### src/rtl/sio_flags_pkg.sv
package sio_flags_pkg;

    typedef enum logic [1:0] {
        TX_OFF  = 2'd0,
        TX_IDLE = 2'd1,
        TX_REQ  = 2'd2,
        TX_HOLD = 2'd3
    } tx_state_e;

    typedef enum logic {
        CD_EMPTY = 1'b0,
        CD_FULL  = 1'b1
    } cd_state_e;

    // status word layout
    localparam int STAT_W      = 3;
    localparam int STAT_RDY    = 0;
    localparam int STAT_RSVD   = 1;
    localparam int STAT_TXREQ  = 2;

    // interrupt sources
    localparam int IRQ_SRC_TX  = 0;
    localparam int IRQ_SRC_RDY = 1;
    localparam int IRQ_N_SRC   = 2;

endpackage

### src/rtl/sio_tx_req_fsm.sv
module sio_tx_req_fsm
    import sio_flags_pkg::*;
#(
    parameter int FIFO_DEPTH = 16,
    parameter int WM_W       = 4,
    parameter int LVL_W      = $clog2(FIFO_DEPTH + 1)
) (
    input  logic             clk,
    input  logic             rst_n,
    input  logic             tx_en,
    input  logic [LVL_W-1:0] tx_level,
    input  logic [WM_W-1:0]  tx_wmark,
    input  logic             dma_ack,
    output logic             tx_req
);

    localparam logic [LVL_W-1:0] DEPTH_V = LVL_W'(FIFO_DEPTH);

    tx_state_e        state_q, state_d;
    logic [LVL_W-1:0] free_space;
    logic             above_wm;

    // free space, saturating at zero for an out-of-range occupancy
    always_comb begin
        if (tx_level >= DEPTH_V) begin
            free_space = '0;
        end else begin
            free_space = DEPTH_V - tx_level;
        end
        above_wm = free_space > LVL_W'(tx_wmark);
    end

    always_ff @(posedge clk or negedge rst_n) begin
        if (!rst_n) begin
            state_q <= TX_OFF;
        end else begin
            state_q <= state_d;
        end
    end

    always_comb begin
        state_d = state_q;
        if (!tx_en) begin
            state_d = TX_OFF;                               // disable
        end else begin
            unique case (state_q)
                TX_OFF, TX_IDLE, TX_HOLD: begin
                    state_d = above_wm ? TX_REQ : TX_IDLE;  // arm
                end
                TX_REQ: begin
                    if (dma_ack) begin
                        state_d = TX_HOLD;                  // serve
                    end else if (!above_wm) begin
                        state_d = TX_IDLE;                  // drain
                    end
                end
                default: state_d = TX_OFF;
            endcase
        end
    end

    always_comb begin
        tx_req = (state_q == TX_REQ);
    end

endmodule

### src/rtl/sio_ctl_hold_fsm.sv
module sio_ctl_hold_fsm
    import sio_flags_pkg::*;
#(
    parameter int DATA_W = 16
) (
    input  logic              clk,
    input  logic              rst_n,
    input  logic              rx_en,
    input  logic              ctl_wr,
    input  logic [DATA_W-1:0] ctl_wdata,
    input  logic              ctl_rd,
    output logic              ctl_rdy,
    output logic [DATA_W-1:0] ctl_rdata
);

    cd_state_e         state_q, state_d;
    logic [DATA_W-1:0] data_q;
    logic              capture;

    always_comb begin
        capture = rx_en && ctl_wr;
    end

    always_ff @(posedge clk or negedge rst_n) begin
        if (!rst_n) begin
            state_q <= CD_EMPTY;
        end else begin
            state_q <= state_d;
        end
    end

    always_ff @(posedge clk or negedge rst_n) begin
        if (!rst_n) begin
            data_q <= '0;
        end else if (capture) begin
            data_q <= ctl_wdata;
        end
    end

    always_comb begin
        state_d = state_q;
        if (!rx_en) begin
            state_d = CD_EMPTY;                 // disable
        end else begin
            unique case (state_q)
                CD_EMPTY: begin
                    if (ctl_wr) state_d = CD_FULL;          // capture
                end
                CD_FULL: begin
                    if (ctl_wr)      state_d = CD_FULL;     // capture wins
                    else if (ctl_rd) state_d = CD_EMPTY;    // consume
                end
                default: state_d = CD_EMPTY;
            endcase
        end
    end

    always_comb begin
        ctl_rdy   = (state_q == CD_FULL);
        ctl_rdata = data_q;
    end

endmodule

### src/rtl/sio_irq_merge.sv
module sio_irq_merge #(
    parameter int N_SRC = 2
) (
    input  logic [N_SRC-1:0] flags,
    input  logic [N_SRC-1:0] enables,
    output logic             irq
);

    logic [N_SRC-1:0] gated;

    for (genvar i = 0; i < N_SRC; i++) begin : g_gate
        assign gated[i] = flags[i] & enables[i];
    end

    always_comb begin
        irq = |gated;
    end

endmodule

### src/rtl/sio_xfer_flags.sv
module sio_xfer_flags
    import sio_flags_pkg::*;
#(
    parameter int FIFO_DEPTH = 16,
    parameter int WM_W       = 4,
    parameter int DATA_W     = 16,
    parameter int LVL_W      = $clog2(FIFO_DEPTH + 1)
) (
    input  logic              clk,
    input  logic              rst_n,
    input  logic              tx_en,
    input  logic [LVL_W-1:0]  tx_level,
    input  logic [WM_W-1:0]   tx_wmark,
    input  logic              dma_ack,
    input  logic              ie_tx,
    input  logic              rx_en,
    input  logic              ctl_wr,
    input  logic [DATA_W-1:0] ctl_wdata,
    input  logic              ctl_rd,
    input  logic              ie_rdy,
    output logic              tx_req,
    output logic              ctl_rdy,
    output logic [DATA_W-1:0] ctl_rdata,
    output logic              irq,
    output logic [STAT_W-1:0] status
);

    logic [IRQ_N_SRC-1:0] src_flags;
    logic [IRQ_N_SRC-1:0] src_en;

    sio_tx_req_fsm #(
        .FIFO_DEPTH (FIFO_DEPTH),
        .WM_W       (WM_W),
        .LVL_W      (LVL_W)
    ) u_tx (
        .clk      (clk),
        .rst_n    (rst_n),
        .tx_en    (tx_en),
        .tx_level (tx_level),
        .tx_wmark (tx_wmark),
        .dma_ack  (dma_ack),
        .tx_req   (tx_req)
    );

    sio_ctl_hold_fsm #(
        .DATA_W (DATA_W)
    ) u_cd (
        .clk       (clk),
        .rst_n     (rst_n),
        .rx_en     (rx_en),
        .ctl_wr    (ctl_wr),
        .ctl_wdata (ctl_wdata),
        .ctl_rd    (ctl_rd),
        .ctl_rdy   (ctl_rdy),
        .ctl_rdata (ctl_rdata)
    );

    always_comb begin
        src_flags              = '0;
        src_en                 = '0;
        src_flags[IRQ_SRC_TX]  = tx_req;
        src_flags[IRQ_SRC_RDY] = ctl_rdy;
        src_en[IRQ_SRC_TX]     = ie_tx;
        src_en[IRQ_SRC_RDY]    = ie_rdy;
    end

    sio_irq_merge #(
        .N_SRC (IRQ_N_SRC)
    ) u_irq (
        .flags   (src_flags),
        .enables (src_en),
        .irq     (irq)
    );

    always_comb begin
        status             = '0;
        status[STAT_TXREQ] = tx_req;
        status[STAT_RSVD]  = 1'b0;
        status[STAT_RDY]   = ctl_rdy;
    end

endmodule

### config.mk
export PLATFORM = sky130hd
export DESIGN_NAME = sio_xfer_flags
export DESIGN_NICKNAME = d
export VERILOG_FILES = /design/src/rtl/sio_flags_pkg.sv /design/src/rtl/sio_tx_req_fsm.sv /design/src/rtl/sio_ctl_hold_fsm.sv /design/src/rtl/sio_irq_merge.sv /design/src/rtl/sio_xfer_flags.sv
export SDC_FILE = /design/constraint.sdc
export NUM_CORES = 1
export LEC_CHECK = 0
export BUFFER_PORTS_ARGS = -buffer_cell sky130_fd_sc_hd__buf_2
export CORE_MARGIN = 3
export CORE_UTILIZATION = 46
export DETAILED_ROUTE_END_ITERATION = 16
export GPL_TIMING_DRIVEN = 0
export PLACE_DENSITY_LB_ADDON = 0.25
export REMOVE_ABC_BUFFERS = 1
export SETUP_SLACK_MARGIN = 0.02
export SLEW_MARGIN = 20
export SYNTH_ARGS = -nofsm -noshare
export SYNTH_HDL_FRONTEND = slang
export SYNTH_SLANG_ARGS = --single-unit
export TNS_END_PERCENT = 100
### constraint.sdc
create_clock -name clk -period 1.65 [get_ports clk]
set_input_delay 0.165 -clock clk [delete_from_list [all_inputs] [get_ports clk]]
set_output_delay 0.165 -clock clk [all_outputs]
set_load 0.03 [all_outputs]
# == After elaboration in Yosys (flattened, before gate mapping) ==
# Index checks and enable logic that the tools add are counted.
# totals
mem_bits_ro,0
ram_bits,0
ff_bits,19
out_inout_bits,22
word_cells,28
in_bits,34
memories,0
latchBits,0
# classes
addsub,1
mul,0
eq_ne,4
muxes,11
order_cmp,2
div,0
n_reduce_logical,4
n_shift,0
bitwise,3
# ops
cell,n
2-bit two-way mux,4
"5-bit >= comparator, second input constant",1
5-bit by 4-bit > comparator with 1-bit output,1
5-bit two-way mux,1
"5-bit subtractor, first input constant",1
"2-bit == test, second input constant",2
1-bit two-way mux,4
"4-bit inequality test, second input constant",1
2-bit case mux with 2 select lines,1
3-bit OR reduction,1
1-bit AND,2
"2-bit by 1-bit == test with 1-bit output, second input constant",1
2-bit zero test,1
1-bit case mux with 2 select lines,1
2-bit OR reduction,1
1-bit logical AND,1
1-bit NOT,1

# == Logic depth before layout (Yosys ltp) ==
# depth
depth_word,7
mapped_depth,11
depth_no_buf,11

# == Hierarchy ==
# Synthesis repeated with hierarchy kept, for this count alone.
# hier_totals
cells_unflattened,76
hier_area_um2,1017.2
# modules_own_cells
mod,n_inst,cells_each,seq_area_each_um2,area_per_inst_um2
sio_ctl_hold_fsm,1,37,425.4,688.2
sio_tx_req_fsm,1,34,50.0,294.0
sio_xfer_flags,1,4,0.0,26.3
sio_irq_merge,1,1,0.0,8.8

# == Worst setup path after synthesis ==
# Ideal clock, no wire load.
# synth_timing
path_type,input -> register
start,input port tx_level[0]
end,register u_tx.state_q[1]
setup_ns,0.119
path_slack_ns,-0.191
path_stages,11
n_path_buf,0
t_arrival_ns,1.722
required_ns,1.531
path_cell_list,inv_1 -> ha_1 -> nor3b_1 -> ha_1 -> nand2b_1 -> nor2_1 -> ha_1 -> a21oi_1 -> and3_1 -> o211ai_1 -> and2_1
# synth_between
elab_chain_len,6
elab_cells_between_ends,8
cone_classes,1 x add/sub; 2 x order compare; 1 x eq/ne; 4 x mux
# synth_rtl
item,line,rtl
start: declaration,sio_xfer_flags.sv:12,"input logic [LVL_W-1:0] tx_level,"
5-bit subtractor or 5-bit >= comparator (tied branches),"sio_tx_req_fsm.sv:28, sio_tx_req_fsm.sv:25",
5-bit two-way mux *,sio_tx_req_fsm.sv:25,if (tx_level >= DEPTH_V) begin
5-bit by 4-bit > comparator with 1-bit output *,sio_tx_req_fsm.sv:30,above_wm = free_space > LVL_W'(tx_wmark);
2-bit two-way mux,sio_tx_req_fsm.sv:48,state_d = above_wm ? TX_REQ : TX_IDLE;
2-bit case mux with 2 select lines,sio_tx_req_fsm.sv:46,unique case (state_q)
2-bit two-way mux,sio_tx_req_fsm.sv:43,if (!tx_en) begin
end signal: assignment,sio_tx_req_fsm.sv:37,state_q <= state_d;
end: declaration,sio_tx_req_fsm.sv:19,"tx_state_e state_q, state_d;"
# Mark *: on every way between the ends. The rest lies on a longest branch, timed or not.
# A chain may end at the register's enable or synchronous reset.

# == Worst setup path in the final report ==
# Same ends and word-level chain as after synthesis.

==> impl_metrics.py <==
metrics = {
    "routing": {
        "final_antenna_net_count": 0,
        "drc_errors": 0,
        "drt_pre_antenna_iters": 4,
        "avgRoutedWirePerCell_um": 12.5,
        "drt-total-wl_um": 2000,
        "vias_per_cell": 4.80,
        "via_count": 768,
        "drtIter0Drc": 6,
    },
    "clock_tree": {
        "cts_tree": "done",
        "clkTransAtPathRegs_ps": 100,
        "clk_latency_ps": 290,
        "cts.sinks": 19,
        "root_buffer": "clkbuf_4",
        "cts_buffer_depth": 2,
        "htree_levels": 1,
        "cts_made_buffers": 3,
    },
    "die": {
        "die_w_um": 51.7,
        "die_y_um": 51.7,
        "core_um2": 1840,
        "row_count": 15,
        "io_pins": 56,
        "fp.dieArea_um2": 2670,
        "start_util": 0.522,
    },
    "synth": {
        "synth-edff-count": 0,
        "ys_warn_count": 0,
        "yosys-top-cells-area": "dfrtp_1 (49%), mux2_1 (12%), ha_1 (7.8%)",
        "synthCells": 78,
        "synth_cell_types": 29,
        "async_flop_share": 1.00,
        "synth_top_area_cell": "dfrtp_1",
        "synth_ff_type": "dfrtp_1",
        "avgSynthCellArea_um2": 12.3,
        "seq_area_frac_synth": 0.495,
        "ys_seq_elements": 19,
        "yosysTopAreaCellShare": 0.495,
        "syn_area_um2": 961,
    },
    "power": {
        "ir_drop_mv": 0.592,
        "power.density_nw_per_um2": 884,
        "leakagePower_nw": 0.700,
    },
    "outcome": {
        "outcome": "finished clean",
    },
    "global_route": {
        "overflow": 0,
        "antenna_found_initial": 0,
        "gr-usage-all-layers": 0.166,
        "grt_pass1_vias": 782,
        "grt_max_degree": 20,
        "grt_first_pass_wirelength_um": 3310,
    },
    "worst_setup_path": {
        "rr_worst_depth": 4,
        "r2r-end": "u_tx.state_q[1]",
        "cp-endpoint": "u_tx.state_q[1]",
        "critical_path_class": "primary input to register",
        "start_kind": "primary input",
        "worst_r2r_startpoint": "u_tx.state_q[0]",
        "crit_arrival_ps": 1840,
        "critPathCaptureType": "register",
        "crit_path_max_fanout": 4,
        "worstPathRequired_ps": 1840,
        "r2r_slack_ps": 620,
        "startpoint": "tx_level[0]",
    },
    "placement": {
        "io_buffers": 54,
        "gp_congestion": 0.677,
    },
    "flow_run": {
        "cap_viol_max_count": 0,
    },
    "sta": {
        "finalClockSkew_ps": 0.0447,
        "setup-violations-final": 0,
        "period_share": 0.998,
        "drv_slew": 0,
        "tns_ps": 0,
        "max_freq_mhz": 607,
        "post-route-min-period_ps": 1650,
        "hold_viol": 0,
        "rsz0062_at_grt": "yes",
    },
    "finish": {
        "final_core_util": 0.745,
        "area_delta_synth_final_pct": 42.6,
        "diodes": 0,
        "n_fill_cell": 149,
        "nets": 176,
        "drive_gt1_frac": 0.563,
    },
    "worst_hold_path": {
        "hold_class": "primary input to register",
        "hp-start": "ctl_wdata[0]",
    },
}
-- report_power, final --
part,switching (W),internal [W]
clock network,0.000131,0.0000942
registers,0.0000260,0.000530
logic,0.000265,0.000165
total,0.000422,0.000789
-- critical path: stages --
cell and delay, ps:
buf_6 100, inv_4 40, ha_4 150, nor3b_4 140, ha_2 170, nand2b_4 150
nor2_2 130, ha_4 220, a21oi_1 140, and3_1 180, o211ai_1 90, and2_1 160
-- cell families (layout without fill, tap and decap cells) --
family | after synthesis | count (layout) | share of synthesized area
XOR/XNOR | 2 | 2 | 0.0182
other | 1 | 1 | 0.00390
flip-flops | 19 | 19 | 0.495
adder cells (fa/ha/maj) | 6 | 6 | 0.0781
multiplexers | 16 | 16 | 0.187
buffers and inverters | 10 | 67 | 0.0521
AO/OA/AOI/OAI | 7 | 7 | 0.0599
AND/OR/NAND/NOR | 17 | 17 | 0.105
-- registers in the layout, summed over array words and instances, names as in the netlist --
register        flops
u_cd.ctl_rdy        1
u_cd.ctl_rdata     16
u_tx.state_q        2
-- cell usage after synthesis, types with 2 or more instances --
| cell | instances |
|---|---|
| ha_1 | 6 |
| dfrtp_1 | 19 |
| nor2b_1 | 2 |
| mux2_1 | 10 |
| nor2_1 | 3 |
| inv_1 | 6 |
| nand2b_1 | 2 |
| buf_4 | 3 |
| xor2_1 | 2 |
| mux2_2 | 6 |
-- cell type report --
type	count	area (um^2)	share of cell area
Tap cell	25	31.3	0.0228
Sequential cell	19	475	0.347
Clock buffer	4	26.3	0.0192
Timing Repair Buffer	57	312	0.227
Inverter	6	27.5	0.0201
Multi-Input combinational cell	49	498	0.363
-- worst min-delay path by stage --
stage	end	depth (start not counted)	slack (ps)
after floorplan	u_cd.ctl_rdata[0]	0	-130
after global placement	u_cd.ctl_rdata[11]	1	110
after detailed placement	u_cd.ctl_rdata[3]	1	120
after CTS	u_cd.ctl_rdata[0]	2	70
after global routing	u_cd.ctl_rdata[4]	2	60
final	u_cd.ctl_rdata[0]	2	80
-- through the flow --
stage | power (W) | cells | worst slack, ps | hold slack, ps | area (um^2)
final | 0.00121 | 160 | 3.13 | 76.1 | 1370
after global routing | 0.00129 | 160 | -77.9 | 63.2 | 1370
after CTS | 0.00122 | 160 | -15.3 | 66.2 | 1340
after detailed placement | 0.000970 | 153 | -500 | 120 | 1230
after global placement | 0.000956 | 153 | -431 | 109 | 1230
after floorplan | 0.000823 | 74 | -193 | -131 | 933
-- layer usage --
layer | vias to the layer above | GRT usage | wire [um]
li1 | 382 | - | -
met1 | 344 | 0.187 | 786
met2 | 38 | 0.299 | 995
met3 | 4 | 0.0487 | 201
met4 | 0 | 0.0524 | 21
met5 | - | 0 | 0
-- layout by cell type, fill, tap and decap left out, types with 2 or more instances in the layout --
cell type	instances
nor2b_1	2
inv_1	4
clkbuf_4	3
ha_1	3
buf_4	2
xor2_1	2
dfrtp_1	19
buf_2	52
nor2_2	2
ha_4	2
inv_4	2
mux2_1	10
mux2_2	6
-- repair_timing --
action	in CTS	in global routing
setup buffers	2	0
endpoints found under the hold margin	19	0
pin swaps	9	6
gates resized for setup	16	3
endpoints found under the setup margin	2	2
hold buffers	1	0
(Power assumes the default switching activity.)
